### src/rtl/uart_txo_pkg.sv
// Shared definitions for the UART transmit out-of-band inserter.
// Assumes: a single clock domain; all users import this package.
package uart_txo_pkg;

    // Shortest data length a character may have; shorter settings are raised to it.
    localparam int TXO_MIN_DLEN = 5;

    // Source chosen for the next character loaded into the holding register.
    typedef enum logic [1:0] {
        SRC_NONE = 2'd0,
        SRC_BRK  = 2'd1,
        SRC_INS  = 2'd2,
        SRC_DAT  = 2'd3
    } txo_src_e;

endpackage

### src/rtl/uart_txo_fmt.sv
// Frame format decoder.
// Clamps the requested data length to [TXO_MIN_DLEN, DW], builds a mask of the
// valid data bits and computes the character length in bit times:
// start + data + optional parity + one or two stop bits.
// Assumes: DW >= TXO_MIN_DLEN; purely combinational.
module uart_txo_fmt
    import uart_txo_pkg::*;
#(
    parameter int DW = 9,
    parameter int LW = $clog2(DW + 1),
    parameter int BW = $clog2(DW + 5)
) (
    input  logic [LW-1:0] dlen_raw,
    input  logic          par_en,
    input  logic          stop2,
    output logic [DW-1:0] mask,
    output logic [BW-1:0] char_bits
);

    localparam logic [LW-1:0] DL_MIN = LW'(TXO_MIN_DLEN);
    localparam logic [LW-1:0] DL_MAX = LW'(DW);

    logic [LW-1:0] dlen_eff;

    // Clamp the data length into the supported range.
    always_comb begin
        if (dlen_raw < DL_MIN) begin
            dlen_eff = DL_MIN;
        end else if (dlen_raw > DL_MAX) begin
            dlen_eff = DL_MAX;
        end else begin
            dlen_eff = dlen_raw;
        end
    end

    // One mask bit per data position, set when the position is below the length.
    for (genvar gi = 0; gi < DW; gi++) begin : g_mask
        assign mask[gi] = (LW'(gi) < dlen_eff);
    end

    // Character length: one start bit, data, parity, one stop bit plus optional second.
    always_comb begin
        char_bits = BW'(2) + BW'(dlen_eff) + BW'(par_en) + BW'(stop2);
    end

endmodule

### src/rtl/uart_txo_brkseq.sv
// Break sequencer.
// Samples the break count on a stop command while idle, requests one break
// character per count, and pulses done one cycle after the last break
// character is accepted downstream. A zero count pulses done directly.
// Assumes: stop_cmd is ignored while a sequence is running; brk_take only
// occurs while brk_want is high.
module uart_txo_brkseq #(
    parameter int CW = 16
) (
    input  logic          clk,
    input  logic          rst_n,
    input  logic          stop_cmd,
    input  logic [CW-1:0] brk_count,
    input  logic          brk_take,
    input  logic          brk_hs,
    output logic          brk_want,
    output logic          brk_run,
    output logic          brk_done
);

    logic [CW-1:0] remain;

    // Break characters are still owed while running with a nonzero remainder.
    always_comb begin
        brk_want = brk_run && (remain != '0);
    end

    // Sequence control: start, count down per break taken, finish on last hand-off.
    always_ff @(posedge clk) begin
        if (!rst_n) begin
            brk_run  <= 1'b0;
            remain   <= '0;
            brk_done <= 1'b0;
        end else begin
            brk_done <= 1'b0;
            if (!brk_run) begin
                if (stop_cmd) begin
                    if (brk_count == '0) begin
                        brk_done <= 1'b1;
                    end else begin
                        brk_run <= 1'b1;
                        remain  <= brk_count;
                    end
                end
            end else begin
                if (brk_take) begin
                    remain <= remain - CW'(1);
                end
                if ((remain == '0) && brk_hs) begin
                    brk_run  <= 1'b0;
                    brk_done <= 1'b1;
                end
            end
        end
    end

endmodule

### src/rtl/uart_txo_insslot.sv
// Single-entry store for an out-of-sequence control character.
// Takes a request only when empty and keeps the character until the arbiter
// moves it into the holding register. Requests while full are dropped.
// Assumes: ins_take only occurs while ins_pend is high.
module uart_txo_insslot #(
    parameter int DW = 9
) (
    input  logic          clk,
    input  logic          rst_n,
    input  logic          ins_req,
    input  logic [DW-1:0] ins_char,
    input  logic          ins_take,
    output logic          ins_pend,
    output logic [DW-1:0] ins_data
);

    // Fill on a request when empty; empty when the character is taken.
    always_ff @(posedge clk) begin
        if (!rst_n) begin
            ins_pend <= 1'b0;
            ins_data <= '0;
        end else if (!ins_pend) begin
            if (ins_req) begin
                ins_pend <= 1'b1;
                ins_data <= ins_char;
            end
        end else if (ins_take) begin
            ins_pend <= 1'b0;
        end
    end

endmodule

### src/rtl/uart_txo_arb.sv
// Output arbiter with a single holding register toward the shifter.
// At each character boundary (register empty or being accepted) it loads, in
// priority order: a break character, the pending inserted character, or the
// next buffer character. Data is masked to the active data length on load.
// Assumes: the shifter follows valid/ready; the held character never changes
// while it is offered.
module uart_txo_arb
    import uart_txo_pkg::*;
#(
    parameter int DW = 9
) (
    input  logic          clk,
    input  logic          rst_n,
    input  logic          brk_want,
    input  logic          ins_pend,
    input  logic [DW-1:0] ins_data,
    input  logic          in_valid,
    input  logic [DW-1:0] in_data,
    input  logic [DW-1:0] mask,
    input  logic          out_ready,
    output logic          in_ready,
    output logic          brk_take,
    output logic          ins_take,
    output logic          brk_hs,
    output logic          out_valid,
    output logic [DW-1:0] out_data,
    output logic          out_brk
);

    txo_src_e sel;
    logic     load;
    logic     hs;

    // Boundary detection: register free now or freed by this acceptance.
    always_comb begin
        hs   = out_valid && out_ready;
        load = !out_valid || out_ready;
    end

    // Priority choice of the next source.
    always_comb begin
        if (brk_want) begin
            sel = SRC_BRK;
        end else if (ins_pend) begin
            sel = SRC_INS;
        end else if (in_valid) begin
            sel = SRC_DAT;
        end else begin
            sel = SRC_NONE;
        end
    end

    // Handshake strobes back to the sources.
    always_comb begin
        in_ready = load && !brk_want && !ins_pend;
        brk_take = load && (sel == SRC_BRK);
        ins_take = load && (sel == SRC_INS);
        brk_hs   = hs && out_brk;
    end

    // Holding register toward the shifter.
    always_ff @(posedge clk) begin
        if (!rst_n) begin
            out_valid <= 1'b0;
            out_data  <= '0;
            out_brk   <= 1'b0;
        end else if (load) begin
            case (sel)
                SRC_BRK: begin
                    out_valid <= 1'b1;
                    out_data  <= '0;
                    out_brk   <= 1'b1;
                end
                SRC_INS: begin
                    out_valid <= 1'b1;
                    out_data  <= ins_data & mask;
                    out_brk   <= 1'b0;
                end
                SRC_DAT: begin
                    out_valid <= 1'b1;
                    out_data  <= in_data & mask;
                    out_brk   <= 1'b0;
                end
                default: begin
                    out_valid <= 1'b0;
                    out_brk   <= 1'b0;
                end
            endcase
        end
    end

endmodule

### src/rtl/uart_tx_oob_inserter.sv
// UART transmit break and control-character inserter (top).
// Feeds a bit shifter one character at a time and, on request, replaces the
// buffer stream with a counted run of all-zero break characters or slips a
// single control character in at the next character boundary.
// Assumes: stop_cmd and ins_req are sampled on each rising clock edge; the
// shifter consumes characters through out_valid/out_ready.
module uart_tx_oob_inserter
    import uart_txo_pkg::*;
#(
    parameter  int DW = 9,
    parameter  int CW = 16,
    localparam int LW = $clog2(DW + 1),
    localparam int BW = $clog2(DW + 5)
) (
    input  logic          clk,
    input  logic          rst_n,
    input  logic          in_valid,
    input  logic [DW-1:0] in_data,
    output logic          in_ready,
    input  logic          stop_cmd,
    input  logic [CW-1:0] brk_count,
    output logic          brk_done,
    input  logic          ins_req,
    input  logic [DW-1:0] ins_char,
    output logic          ins_busy,
    input  logic [LW-1:0] fmt_dlen,
    input  logic          fmt_par,
    input  logic          fmt_stop2,
    output logic          out_valid,
    output logic [DW-1:0] out_data,
    output logic          out_brk,
    input  logic          out_ready,
    output logic [BW-1:0] char_bits
);

    logic [DW-1:0] mask;
    logic          brk_want;
    logic          brk_run;
    logic          brk_take;
    logic          brk_hs;
    logic          ins_pend;
    logic          ins_take;
    logic [DW-1:0] ins_data;

    uart_txo_fmt #(.DW(DW), .LW(LW), .BW(BW)) u_fmt (
        .dlen_raw  (fmt_dlen),
        .par_en    (fmt_par),
        .stop2     (fmt_stop2),
        .mask      (mask),
        .char_bits (char_bits)
    );

    uart_txo_brkseq #(.CW(CW)) u_brk (
        .clk       (clk),
        .rst_n     (rst_n),
        .stop_cmd  (stop_cmd),
        .brk_count (brk_count),
        .brk_take  (brk_take),
        .brk_hs    (brk_hs),
        .brk_want  (brk_want),
        .brk_run   (brk_run),
        .brk_done  (brk_done)
    );

    uart_txo_insslot #(.DW(DW)) u_ins (
        .clk      (clk),
        .rst_n    (rst_n),
        .ins_req  (ins_req),
        .ins_char (ins_char),
        .ins_take (ins_take),
        .ins_pend (ins_pend),
        .ins_data (ins_data)
    );

    uart_txo_arb #(.DW(DW)) u_arb (
        .clk       (clk),
        .rst_n     (rst_n),
        .brk_want  (brk_want),
        .ins_pend  (ins_pend),
        .ins_data  (ins_data),
        .in_valid  (in_valid),
        .in_data   (in_data),
        .mask      (mask),
        .out_ready (out_ready),
        .in_ready  (in_ready),
        .brk_take  (brk_take),
        .ins_take  (ins_take),
        .brk_hs    (brk_hs),
        .out_valid (out_valid),
        .out_data  (out_data),
        .out_brk   (out_brk)
    );

    // Busy reflects the insert store occupancy.
    always_comb begin
        ins_busy = ins_pend;
    end

endmodule

### config.mk
export PLATFORM = sky130hd
export DESIGN_NAME = uart_tx_oob_inserter
export DESIGN_NICKNAME = d
export VERILOG_FILES = /design/src/rtl/uart_txo_pkg.sv /design/src/rtl/uart_txo_fmt.sv /design/src/rtl/uart_txo_brkseq.sv /design/src/rtl/uart_txo_insslot.sv /design/src/rtl/uart_txo_arb.sv /design/src/rtl/uart_tx_oob_inserter.sv
export SDC_FILE = /design/constraint.sdc
export NUM_CORES = 1
export LEC_CHECK = 0
export BUFFER_PORTS_ARGS = -buffer_cell sky130_fd_sc_hd__buf_2
export CELL_PAD_IN_SITES_DETAIL_PLACEMENT = 1
export CELL_PAD_IN_SITES_GLOBAL_PLACEMENT = 1
export CORE_ASPECT_RATIO = 0.7
export CORE_UTILIZATION = 35
export DETAILED_ROUTE_END_ITERATION = 8
export PLACE_DENSITY = 0.79
export SLEW_MARGIN = 25
export SYNTH_ARGS = -nofsm -noshare
export SYNTH_HDL_FRONTEND = slang
export SYNTH_HIERARCHICAL = 1
export SYNTH_SLANG_ARGS = --single-unit
export TNS_END_PERCENT = 1
### constraint.sdc
create_clock -name clk -period 2.36 [get_ports clk]
set_clock_uncertainty 0.05 [all_clocks]
set_input_delay 0.472 -clock clk [delete_from_list [all_inputs] [get_ports clk]]
set_output_delay 0.472 -clock clk [all_outputs]
set_load 0.05 [all_outputs]
======== Word-level counts from Yosys, hierarchy flattened ========
Index checks and enable logic that the tools add are counted.
word-level totals
  register bits ........................... 39
  output and inout port bits .............. 18
  word-level logic and storage cells ...... 75
cells by class
  $add $sub $neg .......................... 4
  order comparisons ....................... 11
  equal/unequal tests ..................... 5
  multiplexer cells ....................... 23
  bitwise gates (word level) .............. 3
  reductions and logical operators ........ 21
operators by type and width
  kind                                                                           number
  16-bit 2-to-1 mux                                                              4
  16-bit logical NOT                                                             2
  9-bit one-hot mux with 3 select lines                                          1
  9-bit bitwise AND                                                              2
  3-bit by 4-bit less-than comparator with 1-bit output (first input constant)   4
  16-bit nonzero test                                                            1
  16-bit by 1-bit subtractor with 16-bit output (second input constant)          1
  1-bit 2-to-1 mux                                                               13
  4-bit by 1-bit adder with 4-bit output                                         2
  1-bit logical AND                                                              8
  1-bit by 4-bit less-than comparator with 1-bit output (first input constant)   2
  2-bit by 4-bit less-than comparator with 1-bit output (first input constant)   2
  4-bit 2-to-1 mux                                                               2
  2-bit 2-to-1 mux                                                               3
  2-bit by 4-bit adder with 4-bit output (first input constant)                  1
  2-bit equality test (second input constant)                                    2
  4-bit > comparator (second input constant)                                     1
  4-bit by 3-bit less-than comparator with 1-bit output (second input constant)  1
  4-bit less-than comparator (first input constant)                              1
  2-bit AND reduction                                                            2
  1-bit logical NOT                                                              3
  3-bit AND reduction                                                            1
  3-bit nonzero test                                                             1
  3-bit OR reduction                                                             1
  6 further kinds                                                                6

======== Depth between registers and ports, before layout ========
  depth in word-level cells ............... 7
  mapped depth ............................ 12

======== Modules after synthesis ========
Netlist, hierarchy kept.
by module, submodules not included
  module            times used  cells each  area an instance (um^2)
  uart_txo_brkseq   1           168         1288.7
  uart_txo_arb      1           46          579.3
  uart_txo_insslot  1           43          410.4
  uart_txo_fmt      1           22          157.7

======== Worst setup path before layout ========
No wires, ideal clock.
  kind .................................... flip-flop to output port
  start ................................... register u_brk.remain[0]
  end ..................................... output port in_ready
  arrival time ............................ 2.592 ns
  path slack .............................. -0.754 ns
  cell stages (with the launch flop) ...... 9
  path buffers ............................ 1
  path through ............................ dfxtp_1 > inv_1 > ha_1 > nor4b_1 > and4_1 > and2_1 > nor2b_1 > buf_6 > nor3_1
on the way
  cells in the longest elaborated chain, start to end .. 5
RTL lines
  element                         line                        text
  from (decl)                     uart_txo_brkseq.sv:21       logic [CW-1:0] remain;
  from (signal assigned)          uart_txo_brkseq.sv:42       remain <= brk_count;
  from (signal assigned)          uart_txo_brkseq.sv:47       remain <= remain - CW'(1);
  16-bit nonzero test             uart_txo_brkseq.sv:25       brk_want = brk_run && (remain != '0);
  1-bit logical AND               uart_txo_brkseq.sv:25
  net brk_want                    uart_tx_oob_inserter.sv:37  logic brk_want;
  1-bit logical NOT               uart_txo_arb.sv:55          in_ready = load && !brk_want && !ins_pend;
  1-bit logical AND (2 in a row)  uart_txo_arb.sv:55
  to (decl)                       uart_tx_oob_inserter.sv:19  output logic in_ready,
The timed path passes the listed nets, and every way through them passes these cells.

======== Worst setup path after layout ========
  start ................................... register u_brk.remain[1]
  end ..................................... output port in_ready
Same word-level chain as after synthesis.

==> results by group <==
Worst setup path
  • Slowest CP cell: dfxtp_2
  • Reg-to-reg startpoint: u_brk/remain[1]$_SDFFE_PN0P_
  • Worst R2R Path Depth: 10
  • Worst EP arrival: around 2.0 ns
  • Critical path type: register to output pin
  • Critical Path Fanout Max: 4
  • CP max stage delay: 0.34 ns
  • R2r setup slk: -0.03 ns
  • CP cell instances: inv_2 -> ha_4 -> nor4b_4 -> and4_4 -> and2_4 -> nor2b_4 -> nor3_4 -> buf_6
  • Worst path required time: about 1.8 ns
  • R2r endpoint: u_arb/out_data[8]$_SDFFE_PN0P_
  • Worst Setup Start Kind: register
  • Endpoint class of the critical path: output pin

Detailed routing
  • Number of remaining DRC errors: 1
  • Post-Route WL: 7253 um
  • DR iter-0 viols: 133
  • Via count of the routed design: roughly 2300
  • Post-DRT Antenna Nets: 0
  • Vias per inst: 5.085
  • DR pass1 iterations: 8
  • Wire per inst: 15.80 um

Outcome
  • Violated checks: DRC, setup timing
  • Status: finished with violations

STA
  • F_max: 0.4046 GHz
  • RSZ-0062 raised after global routing: true
  • Setup ws final: -0.1116 ns
  • Period utilisation layout: 104.7%
  • Min cycle time layout: 2.472 ns
  • Final hold vios: 0
  • Actual slew at the worst max-slew pin: ~0.57 ns
  • Final Setup Violations: 2
  • Slew Limit Fails: 0
  • Slew HR: 61.62%
  • Final hold slack: 0.3650 ns

Power
  • NetSw: 0.0006845 W
  • Register share of total power: 38.7%
  • Pwr dens: 607.2 nW/um^2
  • Internal power: 0.001263 W
  • Tot Pwr: around 0.002 W
  • LEAKAGE: 1.418 nW
  • Clk pwr share: 23.1%
  • VDD IR max: 0.3214 mV
  • Switching share of power: 35.16%
  • Combinational Power Share: 38.2%

Place
  • Placed wire-length estimate: 5406 um
  • Port bufs: 63
  • Setup WS pre-CTS: -0.1917 ns
  • Routability-driven placement congestion ratio: 0.8004

Clocking
  • Total CTS buffers: 5
  • H-tree depth: 2
  • Clock sink count: 39
  • Clk pin slew, worst setup/hold paths: 0.08 ns
  • CTS Root Cell: clkbuf_8
  • Clk buf depth: 2
  • CTS tree: done
  • Clk_lat worst skew: 0.29 ns
  • CTS Hold Bufs: 0

Global routing
  • GRT overflow: 0
  • First-pass GRT wire length: 11300 um
  • Largest net degree at the start of global routing: 47
  • Tot GR Track Use: 19.97%
  • Vias in the first global route: approximately 2300
  • Initial antenna violation count: 0

Hold path
  • Hold EP: u_ins/ins_data[6]$_SDFFE_PN0P_
  • Hold/Removal Path Class: input port to register
  • Min-delay src: ins_char[6]
  • Hold depth: 3

Floorplan
  • Die Span Y: 71.80 um
  • Die area: about 7300 um^2
  • Top Ports: 64
  • Row Count: 25
  • Starting Density: a little over a third
  • Die Wd: 101.7 um
  • Core Box Area: 6725 um^2

Yosys
  • Area contributors post-synth: dfxtp_1 (32%), nand2_1 (6.9%), mux2_4 (5.5%)
  • Syn_area_per_cell: approximately 8.7 um^2
  • Synth cell types: 59
  • Post-synth EDFFs: 0
  • Number of synthesized register bits: 39
  • Post-synth ARST share: 0%
  • Area share of the largest cell type after synthesis: 32.05%
  • Seq/Total Area, Yosys: 32.05%
  • Prevailing post-synth register cell: dfxtp_1
  • Ys Warns: 6
  • Synth Instances: 279
  • Synth area leader: dfxtp_1
  • Mapped Area: 2436 um^2

Finish
  • Total area of sequential cells: 784.5 um^2
  • Fill count: slightly above 800
  • Layout cells sized above 1: approximately two fifths
  • Nets: just over 400
  • Antenna cells: 0
  • Most common library cell in the layout ignoring fill and taps: buf_2
  • Multi-input gate area: 1533 um^2
  • Commonest non-fill, non-tap cells in the layout: buf_2 (59), nand2_1 (45), dfxtp_1 (36)
  • Final core occ: between 40% and 50%
  • P&R area growth vs syn: 31.64%

Flow run
  • Max-Cap Viols: 0
[logic make-up after synthesis]
logic type	count (synthesis)	share of synthesized area [%]
adders and majority gates	3	1.849
AOI/OAI and AO/OA	64	19.21
muxes	23	11.50
and+or+nand+nor	110	24.86
xor gates and xnor gates	1	0.3596
DFF	39	32.05
other	1	0.1539
buffers and inverters	38	10.02
[state kept, by name, summed over array words and instances (netlist names)]
| name | cells |
|---|---|
| u_ins/ins_pend | 1 |
| u_arb/out_brk | 1 |
| u_brk/brk_done | 1 |
| u_brk/remain | 16 |
| u_arb/out_data | 9 |
| u_arb/out_valid | 1 |
| u_ins/ins_data | 9 |
| u_brk/brk_run | 1 |
[cells in the mapped netlist (all sizes together) (2+ instances only)]
master	instances
dfxtp	39
nor3b	3
o211ai	2
a32o	9
inv	13
a21boi	2
nor4	6
o31a	2
o311a	2
and4	2
mux2	13
o22ai	7
ha	2
buf	16
nand2	45
clkbuf	8
nor2b	9
a21oi	17
or4	2
and2	2
o21ai	7
nor2	9
nand3	6
nand3b	4
nor3	6
mux2i	10
o21a	4
or3	2
o2bb2ai	5
nand2b	7
[worst max-delay path: cells and delay by family, from the launching register on]
family        cells  cell delay [ns]
buf+inv           2             0.28
simple gates      5             0.89
fa+ha+maj         1             0.15
flops             1             0.34
[through the flow]
step / setup TNS (ns) / cells / instance area (um^2)
after global routing: -1.045 / 459 / 3207
final: -0.1385 / 459 / 3207
after global placement: -0.1487 / 447 / 2995
after detailed placement: -2.145 / 447 / 2995
after floorplan: -0.5052 / 283 / 2494
after CTS: -0.08906 / 457 / 3143
[how the worst max path moves through the flow]
| stage | from | to | slack (ns) |
|---|---|---|---|
| 2_1_floorplan | u_brk/remain[0]$_SDFFE_PN0P_ | u_arb/out_data[0]$_SDFFE_PN0P_ | -0.05 |
| 3_3_place_gp | fmt_dlen[2] | char_bits[2] | -0.06 |
| 3_5_place_dp | u_brk/remain[0]$_SDFFE_PN0P_ | u_brk/remain[6]$_SDFFE_PN0P_ | -0.19 |
| 4_1_cts | u_brk/remain[0]$_SDFFE_PN0P_ | in_ready | -0.05 |
| 5_1_grt | u_brk/remain[1]$_SDFFE_PN0P_ | in_ready | -0.20 |
| 6_report | u_brk/remain[1]$_SDFFE_PN0P_ | in_ready | -0.11 |
[power by group through the flow]
stage	clock network (W)	registers, W	logic (W)
after floorplan	0	0.000790	0.000433
after global placement	0	0.000759	0.000666
after detailed placement	0	0.000762	0.000683
after CTS	0.000461	0.000747	0.000714
after global routing	0.000484	0.000760	0.000809
final	0.000449	0.000754	0.000745
[timing repair]
item | 4_1_cts | 5_1_grt
pin swaps | 6 | 13
setup endpoints to repair | 29 | 28
resized for setup | 14 | 14
buffers inserted | 2 | 2
gates cloned | 0 | 0
[metal layers]
metal / GRT usage [%] / vias to the layer above / share of wire, % / wire length, um
li1: - / 1155 / - / -
met1: 28.63 / 1125 / 50 / 3637
met2: 30.71 / 50 / 46 / 3324
met3: 4.195 / 4 / 3.5 / 255
met4: 4.348 / 0 / 0.50 / 36
met5: 0 / - / 0 / 0
[area by class of cell]
cell class                 count  share of cell area, %
clock buffer                   5                  2.146
clock inverter                 3                 0.4682
inverter                      13                  1.522
multi-input combinational    206                  47.80
sequential                    39                  24.46
tap                           94                  3.668
timing repair buffer          99                  19.94
Note: power is estimated with default switching activity, not from simulation.
